### src/rtl/fxp_mm_pkg.sv
package fxp_mm_pkg;

    typedef enum logic {
        SEQ_IDLE = 1'b0,
        SEQ_RUN  = 1'b1
    } seq_state_e;

    // Control flags travelling down the pipeline with each operand pair
    typedef struct packed {
        logic valid;     // an operand pair is in this stage
        logic first;     // first product of an output element
        logic last;      // last product of an output element
        logic tile_end;  // last product of the whole tile
    } mm_flags_t;

    localparam mm_flags_t FLAGS_IDLE = '{valid: 1'b0, first: 1'b0, last: 1'b0, tile_end: 1'b0};

    function automatic int sum_width(input int in_w, input int dim);
        return 2 * in_w + $clog2(dim);
    endfunction

endpackage

### src/rtl/fxp_mm_seq.sv
module fxp_mm_seq
    import fxp_mm_pkg::*;
#(
    parameter int DIM = 64,
    localparam int LG = $clog2(DIM)
) (
    input  logic          clk,
    input  logic          rst,
    input  logic          start,
    output logic [LG-1:0] row_o,
    output logic [LG-1:0] col_o,
    output logic [LG-1:0] k_o,
    output mm_flags_t     flags_o
);
    localparam logic [LG-1:0] TOP = LG'(DIM - 1);

    seq_state_e    state;
    logic [LG-1:0] row_q, col_q, k_q;

    always_ff @(posedge clk) begin
        if (rst) begin
            state <= SEQ_IDLE;
            row_q <= '0;
            col_q <= '0;
            k_q   <= '0;
        end else begin
            case (state)
                SEQ_IDLE: begin
                    if (start) begin
                        state <= SEQ_RUN;
                        row_q <= '0;
                        col_q <= '0;
                        k_q   <= '0;
                    end
                end
                SEQ_RUN: begin
                    k_q <= k_q + 1'b1;
                    if (k_q == TOP) begin
                        col_q <= col_q + 1'b1;
                        if (col_q == TOP) begin
                            row_q <= row_q + 1'b1;
                            if (row_q == TOP) begin
                                state <= SEQ_IDLE;
                            end
                        end
                    end
                end
                default: state <= SEQ_IDLE;
            endcase
        end
    end

    always_comb begin
        flags_o          = FLAGS_IDLE;
        flags_o.valid    = (state == SEQ_RUN);
        flags_o.first    = flags_o.valid && (k_q == '0);
        flags_o.last     = flags_o.valid && (k_q == TOP);
        flags_o.tile_end = flags_o.last && (col_q == TOP) && (row_q == TOP);
    end

    assign row_o = row_q;
    assign col_o = col_q;
    assign k_o   = k_q;

endmodule

### src/rtl/fxp_mm_mac.sv
module fxp_mm_mac
    import fxp_mm_pkg::*;
#(
    parameter int IN_W  = 16,
    parameter int ACC_W = 38,
    parameter int IDX_W = 12
) (
    input  logic                    clk,
    input  logic                    rst,
    input  logic [IN_W-1:0]         a_i,
    input  logic [IN_W-1:0]         b_i,
    input  mm_flags_t               flags_i,
    input  logic [IDX_W-1:0]        idx_i,
    output logic signed [ACC_W-1:0] acc_o,
    output mm_flags_t               flags_o,
    output logic [IDX_W-1:0]        idx_o
);
    localparam int PW = 2 * IN_W;

    logic signed [IN_W-1:0] a_s, b_s;
    logic signed [PW-1:0]   prod_q;
    mm_flags_t              prod_flags;
    logic [IDX_W-1:0]       prod_idx;

    assign a_s = $signed(a_i);
    assign b_s = $signed(b_i);

    // Stage 1: full-width product, nothing dropped
    always_ff @(posedge clk) begin
        if (rst) begin
            prod_flags <= FLAGS_IDLE;
            prod_q     <= '0;
            prod_idx   <= '0;
        end else begin
            prod_flags <= flags_i;
            prod_q     <= PW'(a_s) * PW'(b_s);
            prod_idx   <= idx_i;
        end
    end

    // Stage 2: wide running sum, restarted at the first product of an element
    always_ff @(posedge clk) begin
        if (rst) begin
            acc_o   <= '0;
            flags_o <= FLAGS_IDLE;
            idx_o   <= '0;
        end else begin
            flags_o <= prod_flags;
            idx_o   <= prod_idx;
            if (prod_flags.valid) begin
                if (prod_flags.first) begin
                    acc_o <= ACC_W'(prod_q);
                end else begin
                    acc_o <= acc_o + ACC_W'(prod_q);
                end
            end
        end
    end

endmodule

### src/rtl/fxp_mm_requant.sv
module fxp_mm_requant #(
    parameter int ACC_W = 38,
    parameter int SHIFT = 0,
    parameter int OUT_W = 48
) (
    input  logic signed [ACC_W-1:0] acc_i,
    output logic [OUT_W-1:0]        q_o
);
    localparam int SW = (SHIFT > 0) ? ACC_W + 1 : ACC_W - SHIFT;

    logic signed [SW-1:0] sh;

    generate
        if (SHIFT > 0) begin : g_narrow
            localparam logic [ACC_W:0] HALF = {{ACC_W{1'b0}}, 1'b1} << (SHIFT - 1);
            logic signed [ACC_W:0] biased;
            assign biased = $signed({acc_i[ACC_W-1], acc_i}) + $signed(HALF);
            assign sh     = biased >>> SHIFT;
        end else begin : g_widen
            localparam int LSH = -SHIFT;
            assign sh = SW'(acc_i) <<< LSH;
        end
    endgenerate

    generate
        if (OUT_W >= SW) begin : g_fit
            assign q_o = OUT_W'(sh);
        end else begin : g_clip
            localparam logic [OUT_W-1:0] POS_MAX = {1'b0, {(OUT_W - 1){1'b1}}};
            localparam logic [OUT_W-1:0] NEG_MIN = {1'b1, {(OUT_W - 1){1'b0}}};
            logic in_range;
            assign in_range = (sh[SW-1:OUT_W-1] == {(SW - OUT_W + 1){sh[SW-1]}});
            assign q_o = in_range ? sh[OUT_W-1:0] : (sh[SW-1] ? NEG_MIN : POS_MAX);
        end
    endgenerate

endmodule

### src/rtl/fxp_tile_mm.sv
module fxp_tile_mm
    import fxp_mm_pkg::*;
#(
    parameter int DIM      = 64,
    parameter int IN_W     = 16,
    parameter int IN_FRAC  = 14,
    parameter int OUT_W    = 48,
    parameter int OUT_FRAC = 28,
    localparam int LG      = $clog2(DIM),
    localparam int AW      = 2 * LG
) (
    input  logic             clk,
    input  logic             rst,
    input  logic             start,
    output logic             a_rd_en,
    output logic [AW-1:0]    a_addr,
    input  logic [IN_W-1:0]  a_data,
    output logic             b_rd_en,
    output logic [AW-1:0]    b_addr,
    input  logic [IN_W-1:0]  b_data,
    output logic             c_wr_en,
    output logic [AW-1:0]    c_addr,
    output logic [OUT_W-1:0] c_data,
    output logic             done
);
    localparam int ACC_W = sum_width(IN_W, DIM);
    localparam int SHIFT = 2 * IN_FRAC - OUT_FRAC;

    logic [LG-1:0] row, col, k;
    mm_flags_t     seq_flags, mem_flags, acc_flags;
    logic [AW-1:0] mem_idx, acc_idx;
    logic signed [ACC_W-1:0] acc;
    logic [OUT_W-1:0]        q;
    logic                    wr_tile_end;

    fxp_mm_seq #(.DIM(DIM)) seq_i (
        .clk     (clk),
        .rst     (rst),
        .start   (start),
        .row_o   (row),
        .col_o   (col),
        .k_o     (k),
        .flags_o (seq_flags)
    );

    assign a_rd_en = seq_flags.valid;
    assign b_rd_en = seq_flags.valid;
    assign a_addr  = {row, k};
    assign b_addr  = {k, col};

    // Aligns control with the one-cycle memory read latency
    always_ff @(posedge clk) begin
        if (rst) begin
            mem_flags <= FLAGS_IDLE;
            mem_idx   <= '0;
        end else begin
            mem_flags <= seq_flags;
            mem_idx   <= {row, col};
        end
    end

    fxp_mm_mac #(.IN_W(IN_W), .ACC_W(ACC_W), .IDX_W(AW)) mac_i (
        .clk     (clk),
        .rst     (rst),
        .a_i     (a_data),
        .b_i     (b_data),
        .flags_i (mem_flags),
        .idx_i   (mem_idx),
        .acc_o   (acc),
        .flags_o (acc_flags),
        .idx_o   (acc_idx)
    );

    fxp_mm_requant #(.ACC_W(ACC_W), .SHIFT(SHIFT), .OUT_W(OUT_W)) rq_i (
        .acc_i (acc),
        .q_o   (q)
    );

    always_ff @(posedge clk) begin
        if (rst) begin
            c_wr_en     <= 1'b0;
            c_addr      <= '0;
            c_data      <= '0;
            wr_tile_end <= 1'b0;
            done        <= 1'b0;
        end else begin
            c_wr_en     <= acc_flags.valid && acc_flags.last;
            c_addr      <= acc_idx;
            c_data      <= q;
            wr_tile_end <= acc_flags.valid && acc_flags.tile_end;
            done        <= c_wr_en && wr_tile_end;
        end
    end

endmodule

### config.mk
export PLATFORM = sky130hd
export DESIGN_NAME = fxp_tile_mm
export DESIGN_NICKNAME = d
export VERILOG_FILES = /design/src/rtl/fxp_mm_pkg.sv /design/src/rtl/fxp_mm_seq.sv /design/src/rtl/fxp_mm_mac.sv /design/src/rtl/fxp_mm_requant.sv /design/src/rtl/fxp_tile_mm.sv
export SDC_FILE = /design/constraint.sdc
export NUM_CORES = 1
export LEC_CHECK = 0
export ABC_CLOCK_PERIOD_IN_PS = 10800
export BUFFER_PORTS_ARGS = -buffer_cell sky130_fd_sc_hd__buf_2
export CAP_MARGIN = 20
export CORE_UTILIZATION = 53
export DETAILED_ROUTE_END_ITERATION = 12
export HOLD_SLACK_MARGIN = 0.02
export PLACE_DENSITY = 0.79
export SYNTH_ARGS = -nofsm -noshare
export SYNTH_HDL_FRONTEND = slang
export SYNTH_SLANG_ARGS = --single-unit
### constraint.sdc
create_clock -name clk -period 10.8 [get_ports clk]
set_input_delay 1.62 -clock clk [delete_from_list [all_inputs] [get_ports clk]]
set_output_delay 1.62 -clock clk [all_outputs]
set_load 0.01 [all_outputs]
Word level (Yosys, flattened, before mapping)
Index checks and enable logic that the tools add are counted.

Memories: 0. Logic and storage cells: 60. Latch bits: 0. Memory bits (writable): 0. Output and inout bits: 88. Register bits: 189. Input port bits: 35. Bits in read-only memories: 0.

Multiplexer cells: 13. Reduce and logical (&&, ||, !) cells: 10. Div/mod/pow operators: 0. Multiply operators: 1. Add/sub/neg operators: 4. Order comparisons: 0. Bitwise logic cells: 1. Shift operators: 0. Eq/ne operators: 6.

Operators with widths (number): $add A38 B32 Y38 (1); $mux W38 (1); $pmux W6 S2 (3); $mul A16 B16 Y32 (1); $mux W6 (4); $add A6 B1 Y6 const B (3); $eq A6 B6 Y1 const B (3); $logic_and A1 B1 Y1 (7); $logic_not A6 Y1 (1); $ne A2 B2 Y1 const B (3); $mux W1 (4); $reduce_and A3 Y1 (1); $pmux W1 S2 (1); $reduce_and A2 Y1 (1); $not A1 Y1 (1).

Longest topological paths before layout
Gate-level depths: netlist of the first run.

Depth in word-level cells: 5. Gate-level depth with buffers: 24. Gate-level depth less buffers: 23.

By module
A second synthesis of the first run with hierarchy kept.

Cells, all modules: 2008. Area, all modules: 18537.8 um2.

By module, submodules not included: fxp_mm_mac (area each 15048.2 um2, seq. area each 2042.0 um2, instances 1, cells an instance 1674); fxp_tile_mm (area each 2184.6 um2, seq. area each 1581.5 um2, instances 1, cells an instance 173); fxp_mm_seq (area each 944.7 um2, seq. area each 380.4 um2, instances 1, cells an instance 113); fxp_mm_requant (area each 360.3 um2, seq. area each 0.0 um2, instances 1, cells an instance 48).

Worst setup path before layout of the first run
OpenSTA, ideal clock, no wires.

Path type: input port to flip-flop. From: input a_data[15]. To: register mac_i.prod_q[29]. Path slack: 3609 ps. Path buffers: 1. Arrival time: 7113 ps. Cell stages on the path: 21. Setup time: 78 ps. Path through: clkbuf_1 -> nand2_1 -> inv_1 -> fa_1 -> fa_1 -> fa_1 -> fa_1 -> fa_1 -> inv_1 -> fa_1 -> inv_1 -> ha_1 -> a21o_1 -> a21o_1 -> a21oi_1 -> o21ai_0 -> nor2_1 -> o21ai_0 -> o21a_1 -> o21a_1 -> nor3_1.

Cells in the longest elaborated chain, start to end: 1.

Ends and longest elaborated chain: start, declared (RTL line fxp_tile_mm.sv:17) `input logic [IN_W-1:0] a_data,`; $mul A16 B16 Y32 (RTL line fxp_mm_mac.sv:36) `prod_q <= PW'(a_s) * PW'(b_s);`; end signal, assigned (RTL line fxp_mm_mac.sv:36); end, declared (RTL line fxp_mm_mac.sv:21) `logic signed [PW-1:0] prod_q;`.

Every way passes these cells. A chain may end at the register's enable or synchronous reset.

Worst setup path in the final report of the first run
From: input b_data[1]. To: register mac_i.prod_q[23].

Cells in the longest elaborated chain, start to end: 1.

Ends and longest elaborated chain: start, declared (RTL line fxp_tile_mm.sv:20) `input logic [IN_W-1:0] b_data,`; $mul A16 B16 Y32 (RTL line fxp_mm_mac.sv:36).

Every way passes these cells.

==> results of run 1 <==
==> flip-flops by register name, indices dropped and copies added, names as in the netlist, 3 cells and up <==
name,count
c_data,38
mac_i.acc_o,38
mac_i.prod_q,32
c_addr,12
mac_i.idx_o,12
mac_i.prod_idx,12
mem_idx,12
seq_i.col_o,6
seq_i.k_o,6
seq_i.row_o,6
mac_i.prod_flags,4
mem_flags,4
mac_i.flags_o,3
==> metal layers <==
layer / up-vias / global-route usage, % / share of wire (%)
met3: 57 / 3.161 / 6.4
met1: 6333 / 33.41 / 46
met4: 0 / 5.950 / 1.4
met5: - / 0 / 0
met2: 476 / 39.61 / 46
li1: 6208 / - / -
==> layout make-up <==
cell class	count	area (µm²)	share of cell area (%)
clock buffer	17	425.4	2.225
tap	442	553.0	2.892
inverter	303	1137	5.947
sequential	189	3786	19.80
clock inverter	15	229.0	1.197
multi-input combinational	1346	12350	64.58
timing repair buffer	126	643.1	3.363
==> cell usage after synthesis (16+ instances only) <==
master | number | area (µm²)
dfxtp_1 | 189 | 3784
fa_1 | 263 | 5265
and2_1 | 129 | 807.0
nor3_1 | 22 | 110.1
nor2b_1 | 105 | 656.9
nor2_1 | 107 | 401.6
nand2_1 | 188 | 705.7
o21ai_0 | 57 | 285.3
buf_4 | 17 | 127.6
clkbuf_1 | 67 | 251.5
xor2_1 | 17 | 148.9
a21oi_1 | 63 | 315.3
nand3_1 | 23 | 115.1
inv_1 | 302 | 1134
xnor2_1 | 45 | 394.1
ha_1 | 123 | 1539
a21o_1 | 16 | 120.1
==> worst reg2reg max path, delay by kind of cell (launching register included) <==
kind | cells | cell delay [ns]
adders and majority gates | 1 | 0.38
xor gates and xnor gates | 1 | 0.15
AOI/OAI and AO/OA | 9 | 2.33
DFF | 1 | 0.35
==> worst paths after layout <==
kind / start / slack (ns) / end / cells after the start
max: b_data[1] / 3.33 / mac_i.prod_q[23] / 19
min: mem_idx[8] / 0.43 / mac_i.prod_idx[8] / 1
min reg2reg: mem_idx[8] / 0.43 / mac_i.prod_idx[8] / 1
max reg2reg: mac_i.acc_o[6] / 7.50 / mac_i.acc_o[25] / 11
==> through the flow <==
step | utilization [%] | instances | hold slack (ns)
after CTS | 58.48 | 2438 | 0.4346
after floorplan | - | 1928 | 0.4138
after global placement | 56.48 | 2406 | 0.4165
final | 58.48 | 2438 | 0.4320
after detailed placement | 56.48 | 2406 | 0.4212
after global routing | 58.48 | 2438 | 0.4401
==> placed cells by master, fill, tap and decap left out, types with 3 or more instances in the layout <==
master	n
inv_1	302
fa_1	263
nand2_1	188
dfxtp_1	187
and2_1	129
ha_1	123
buf_2	121
nor2_1	107
nor2b_1	105
a21oi_1	63
o21ai_0	57
xnor2_1	45
nand3_1	23
nor3_1	22
xor2_1	17
clkbuf_16	17
a21o_1	16
and3_1	14
a311oi_1	14
nand2b_1	12
o211ai_1	12
a211oi_1	11
o21a_1	10
nand4_1	10
o21bai_1	10
a31oi_1	9
nor4_1	8
or3_1	7
mux2i_1	5
inv_12	5
clkinv_8	5
buf_4	5
o2111ai_1	4
o221ai_1	4
nand4b_1	3
and4_1	3
a211o_1	3
o31ai_1	3
inv_6	3
==> cells by family (layout without fill, tap and decap cells) <==
kind of cell | after synthesis | after routing | share of synthesized area (%)
DFF | 189 | 189 | 21.41
and+or+nand+nor | 640 | 640 | 18.35
AOI/OAI and AO/OA | 251 | 251 | 9.521
buffers and inverters | 393 | 461 | 8.728
xor gates and xnor gates | 62 | 62 | 3.072
muxes | 7 | 7 | 0.4318
adders and majority gates | 386 | 386 | 38.49
==> impl_metrics.toml, run 1 <==
[worst_setup_path]
critPathArrivalTime_ns = 7.78
cp.buffers_inverters = 2
path_cells = "buf_2 -> nand2_1 -> fa_1 -> fa_1 -> fa_1 -> fa_1 -> inv_1 -> fa_1 -> fa_1 -> ha_1 -> nor2b_1 -> o21ai_0 -> o311ai_1 -> a2111oi_0 -> o31ai_1 -> a21o_1 -> a21oi_1 -> xor2_1 -> nor2_1"
crit_top_cell = "fa_1"
worstPathRequired_ns = 11.11
path_delay_family = "adder cells"
max_stage_delay_ns = 0.88
crit_type = "input port to register"
crit_slowest_cell = "a2111oi_0"
crit_path_end_kind = "register"
crit_fanout = 16
startpoint_type = "input port"

[place]
globalplace.congestion = 0.9203
dpl_worst_slack_ns = 2.976
place_area_um2 = 18470
numPortBuffers = 122
dp_hpwl_um = 30180

[detailed_routing]
first_pass_iters = 6
vias_per_cell = 5.363
wirelength_um = 38750
vias = 13070
detail-route-antenna-nets = 0
drt_iter0_drc = 723
post_drt_wl_per_cell_um = 15.89
drc_errors = 0

[synthesis]
synthCells = 1928
synthArstFlopShare_pct = 0
synthesis.nets = 2349
seq_area_frac_synth_pct = 21.41
synth_flop_cell = "dfxtp_1"
ys_warn_count = 0
syn_area_per_cell_um2 = 9.168
ys_ff_latch = 189
synth_edf_count = 0
syn_area_um2 = 17680
synth_cell_types = 71

[die]
die_width_um = 184.6
die_area_um2 = 34080
core_area_um2 = 32700
start_util_pct = 54.05
io_pins = 123
row_count = 66
die_h_um = 184.6

[global_routing]
antenna_found_initial = 0
groute.usage.overall_pct = 24.01
grt_max_degree = 86
overflow = 0
grt_pass1_vias = 13270
grt_first_pass_wirelength_um = 65430

[clocking]
htreeDepth = 4
postCtsHoldBufs = 0
tritoncts.num_buffers = 17
cts-resized-gates = 0
clock_sinks = 189
postCtsSetupRepairBufs = 0
clkLatencyLatePin_ns = 0.44
cts.clk_slew.worst_paths_ns = 0.08
cts-root-buf = "clkbuf_16"
clk_path_buf_depth = 2
tritoncts = "built"

[finish]
antenna-diode-count = 0
area_delta_synth_final_pct = 8.190
nNetsFinal = 2404
drive_above_1_share_pct = 8.667
n_fill_cell = 2817
postLayoutCellArea_um2 = 19120

[sta]
slew_violations = 0
rsz0062_at_grt = "false"
setup-violations-final = 0
slew_headroom_pct = 36.83
worst_slack_ns = 3.333
tightest_slew_ns = 0.9236
hold_viol = 0
finalSetupTns_ns = 0
period_share_pct = 69.14
max_freq_mhz = 133.9
fin_skew_ns = 0.01292
fin_crit_ns = 7.467

[hold_path]
min_path_type = "register to register"

[run_status]
run_status = "complete, no violations"

[job]
maxCapViolCount = 0
Power of run 1 is not shown: default switching activity piles up to over one toggle a cycle in this logic, so the estimate is an artifact.
==> run 2, diff against run 1 <==
--- a/config.mk
+++ b/config.mk
@@ -5,7 +5,7 @@
 export SDC_FILE = /design/constraint.sdc
 export NUM_CORES = 1
 export LEC_CHECK = 0
-export ABC_CLOCK_PERIOD_IN_PS = 10800
+export ABC_CLOCK_PERIOD_IN_PS = 7000
 export BUFFER_PORTS_ARGS = -buffer_cell sky130_fd_sc_hd__buf_2
 export CAP_MARGIN = 20
 export CORE_UTILIZATION = 53
==> constraint.sdc (replaced) <==
create_clock -name clk -period 7 [get_ports clk]
set_input_delay 1.05 -clock clk [delete_from_list [all_inputs] [get_ports clk]]
set_output_delay 1.05 -clock clk [all_outputs]
set_load 0.01 [all_outputs]
==> run 2 against run 1 <==
Compared with the run above: die area is the same; global-route usage hardly changed; register-to-register slack got worse by 3.9 ns; sequential share of layout area down 0.21 points; hold slack lost 0.0028 ns; first-iteration DRC count fell by 4.6%; via count up 0.12%; routed wire length shrank 0.20%; core utilization rose by 0.62 points; sequential cell count stayed put; count of clock-buffer cells in the layout did not move; clock skew fell by 0.00089 ns.
==> impl_metrics.toml, run 2 (synthesized netlist as in run 1, its figures left out) <==
[die]
row_count = 66
die_area_um2 = 34080
io_pins = 123
core_area_um2 = 32700
die_h_um = 184.6
start_util_pct = 54.05
die_width_um = 184.6

[clocking]
cts.clk_slew.worst_paths_ns = 0.09
clock_sinks = 189
cts-resized-gates = 0
postCtsHoldBufs = 0
tritoncts.num_buffers = 17
tritoncts = "built"
cts-root-buf = "clkbuf_16"
clk_path_buf_depth = 2
postCtsSetupRepairBufs = 0
htreeDepth = 4
clkLatencyLatePin_ns = 0.44

[sta]
slew_headroom_pct = 47.62
tightest_slew_ns = 0.7857
hold_viol = 0
fin_crit_ns = 6.576
setup-violations-final = 0
period_share_pct = 93.95
finalSetupTns_ns = 0
fin_skew_ns = 0.01204
rsz0062_at_grt = "false"
slew_violations = 0
max_freq_mhz = 152.1

[finish]
final_cell_mix = "inv_1 (302), fa_1 (263), nand2_1 (188)"
postLayoutCellArea_um2 = 19330
area_delta_synth_final_pct = 9.337
nNetsFinal = 2431
antenna-diode-count = 0
reg_top3 = "c_data (38), mac_i.acc_o (38), mac_i.prod_q (32)"
fin_util_pct = 59.10
n_fill_cell = 2845
drive_above_1_share_pct = 9.886
final_common_cell = "inv_1"

[hold_path]
hold_end = "c_addr[5]"
whs_path_depth = 1
min_from = "mac_i.idx_o[5]"
min_path_type = "register to register"

[detailed_routing]
wirelength_um = 38670
vias = 13090
detail-route-antenna-nets = 0
vias_per_cell = 5.310
drt_iter0_drc = 690
post_drt_wl_per_cell_um = 15.69
first_pass_iters = 5
drc_errors = 0

[place]
place_area_um2 = 18670
globalplace.congestion = 0.9165
numPortBuffers = 122
dp_hpwl_um = 31070

[worst_setup_path]
crit_type = "input port to register"
max_stage_delay_ns = 0.53
crit_path_end_kind = "register"
crit_fanout = 16
path_cells = "buf_2 -> nand2_1 -> fa_1 -> fa_1 -> fa_1 -> inv_1 -> fa_1 -> fa_1 -> inv_1 -> fa_1 -> inv_1 -> ha_1 -> nor2b_1 -> o21ai_0 -> a211o_1 -> a31oi_1 -> a311oi_1 -> o21bai_1 -> a21oi_1 -> or4_1 -> nand3_1"
worstRegToRegCells = 11
worstPathRequired_ns = 7.38
crit_slowest_cell = "fa_1"
critPathArrivalTime_ns = 6.96
reg2reg_to = "mac_i.acc_o[25]"
reg2reg_from = "mac_i.acc_o[4]"
startpoint_type = "input port"
rrSetupSlack_ns = 3.65
crit_top_cell = "fa_1"

[global_routing]
grt_max_degree = 85
groute.usage.overall_pct = 23.97
grt_first_pass_wirelength_um = 65480
overflow = 0
antenna_found_initial = 0
grt_pass1_vias = 13250

[job]
maxCapViolCount = 0

[run_status]
run_status = "complete, no violations"
==> run 2: cell types whose count changed in the layout (fill, tap and decap cells not counted) <==
cell	delta
inv_12	-1
buf_4	+27
clkinv_8	+1
==> run 2: critical path, delay by kind of cell <==
| family | cells | cell delay [ns] |
|---|---|---|
| adder cells (fa/ha/maj) | 7 | 3.39 |
| AO/OA/AOI/OAI | 6 | 1.20 |
| AND/OR/NAND/NOR | 4 | 0.85 |
| buffers and inverters | 4 | 0.46 |
==> run 2: how the worst max path moves through the flow <==
stage | to | slack, ns | from
floorplan | mac_i.prod_q[29] | 0.38 | a_data[15]
global placement | mac_i.prod_q[23] | 0.02 | b_data[1]
detailed placement | mac_i.prod_q[23] | 0.02 | b_data[1]
CTS | mac_i.prod_q[30] | 0.47 | a_data[8]
global route | mac_i.prod_q[23] | 0.09 | b_data[1]
finish | mac_i.prod_q[30] | 0.42 | b_data[1]
==> run 2: per-layer routing <==
metal	GRT usage, %	part of all wire (%)	vias up
met4	6.083	1.5	0
li1	-	-	6251
met3	3.537	5.7	48
met1	32.44	46	6392
met5	0	0	-
met2	40.26	47	399
==> run 2: final cells by class <==
cell class,instances,area [µm²],area share [%]
Inverter,303,1137,5.885
Clock inverter,15,229.0,1.185
Clock buffer,17,425.4,2.201
Sequential cell,189,3786,19.59
Timing Repair Buffer,153,845.8,4.377
Tap cell,442,553.0,2.862
Multi-Input combinational cell,1346,12350,63.90
==> run 2: per-stage QoR <==
step | setup slack [ns] | hold slack, ns | std cells
6_report | 0.4235 | 0.4292 | 2465
5_1_grt | 0.08895 | 0.4473 | 2465
4_1_cts | 0.4658 | 0.4319 | 2465
3_5_place_dp | 0.01841 | 0.4204 | 2433
3_3_place_gp | 0.02068 | 0.4152 | 2433
2_1_floorplan | 0.3787 | 0.4138 | 1928
Power of run 2 is left out for the same reason.
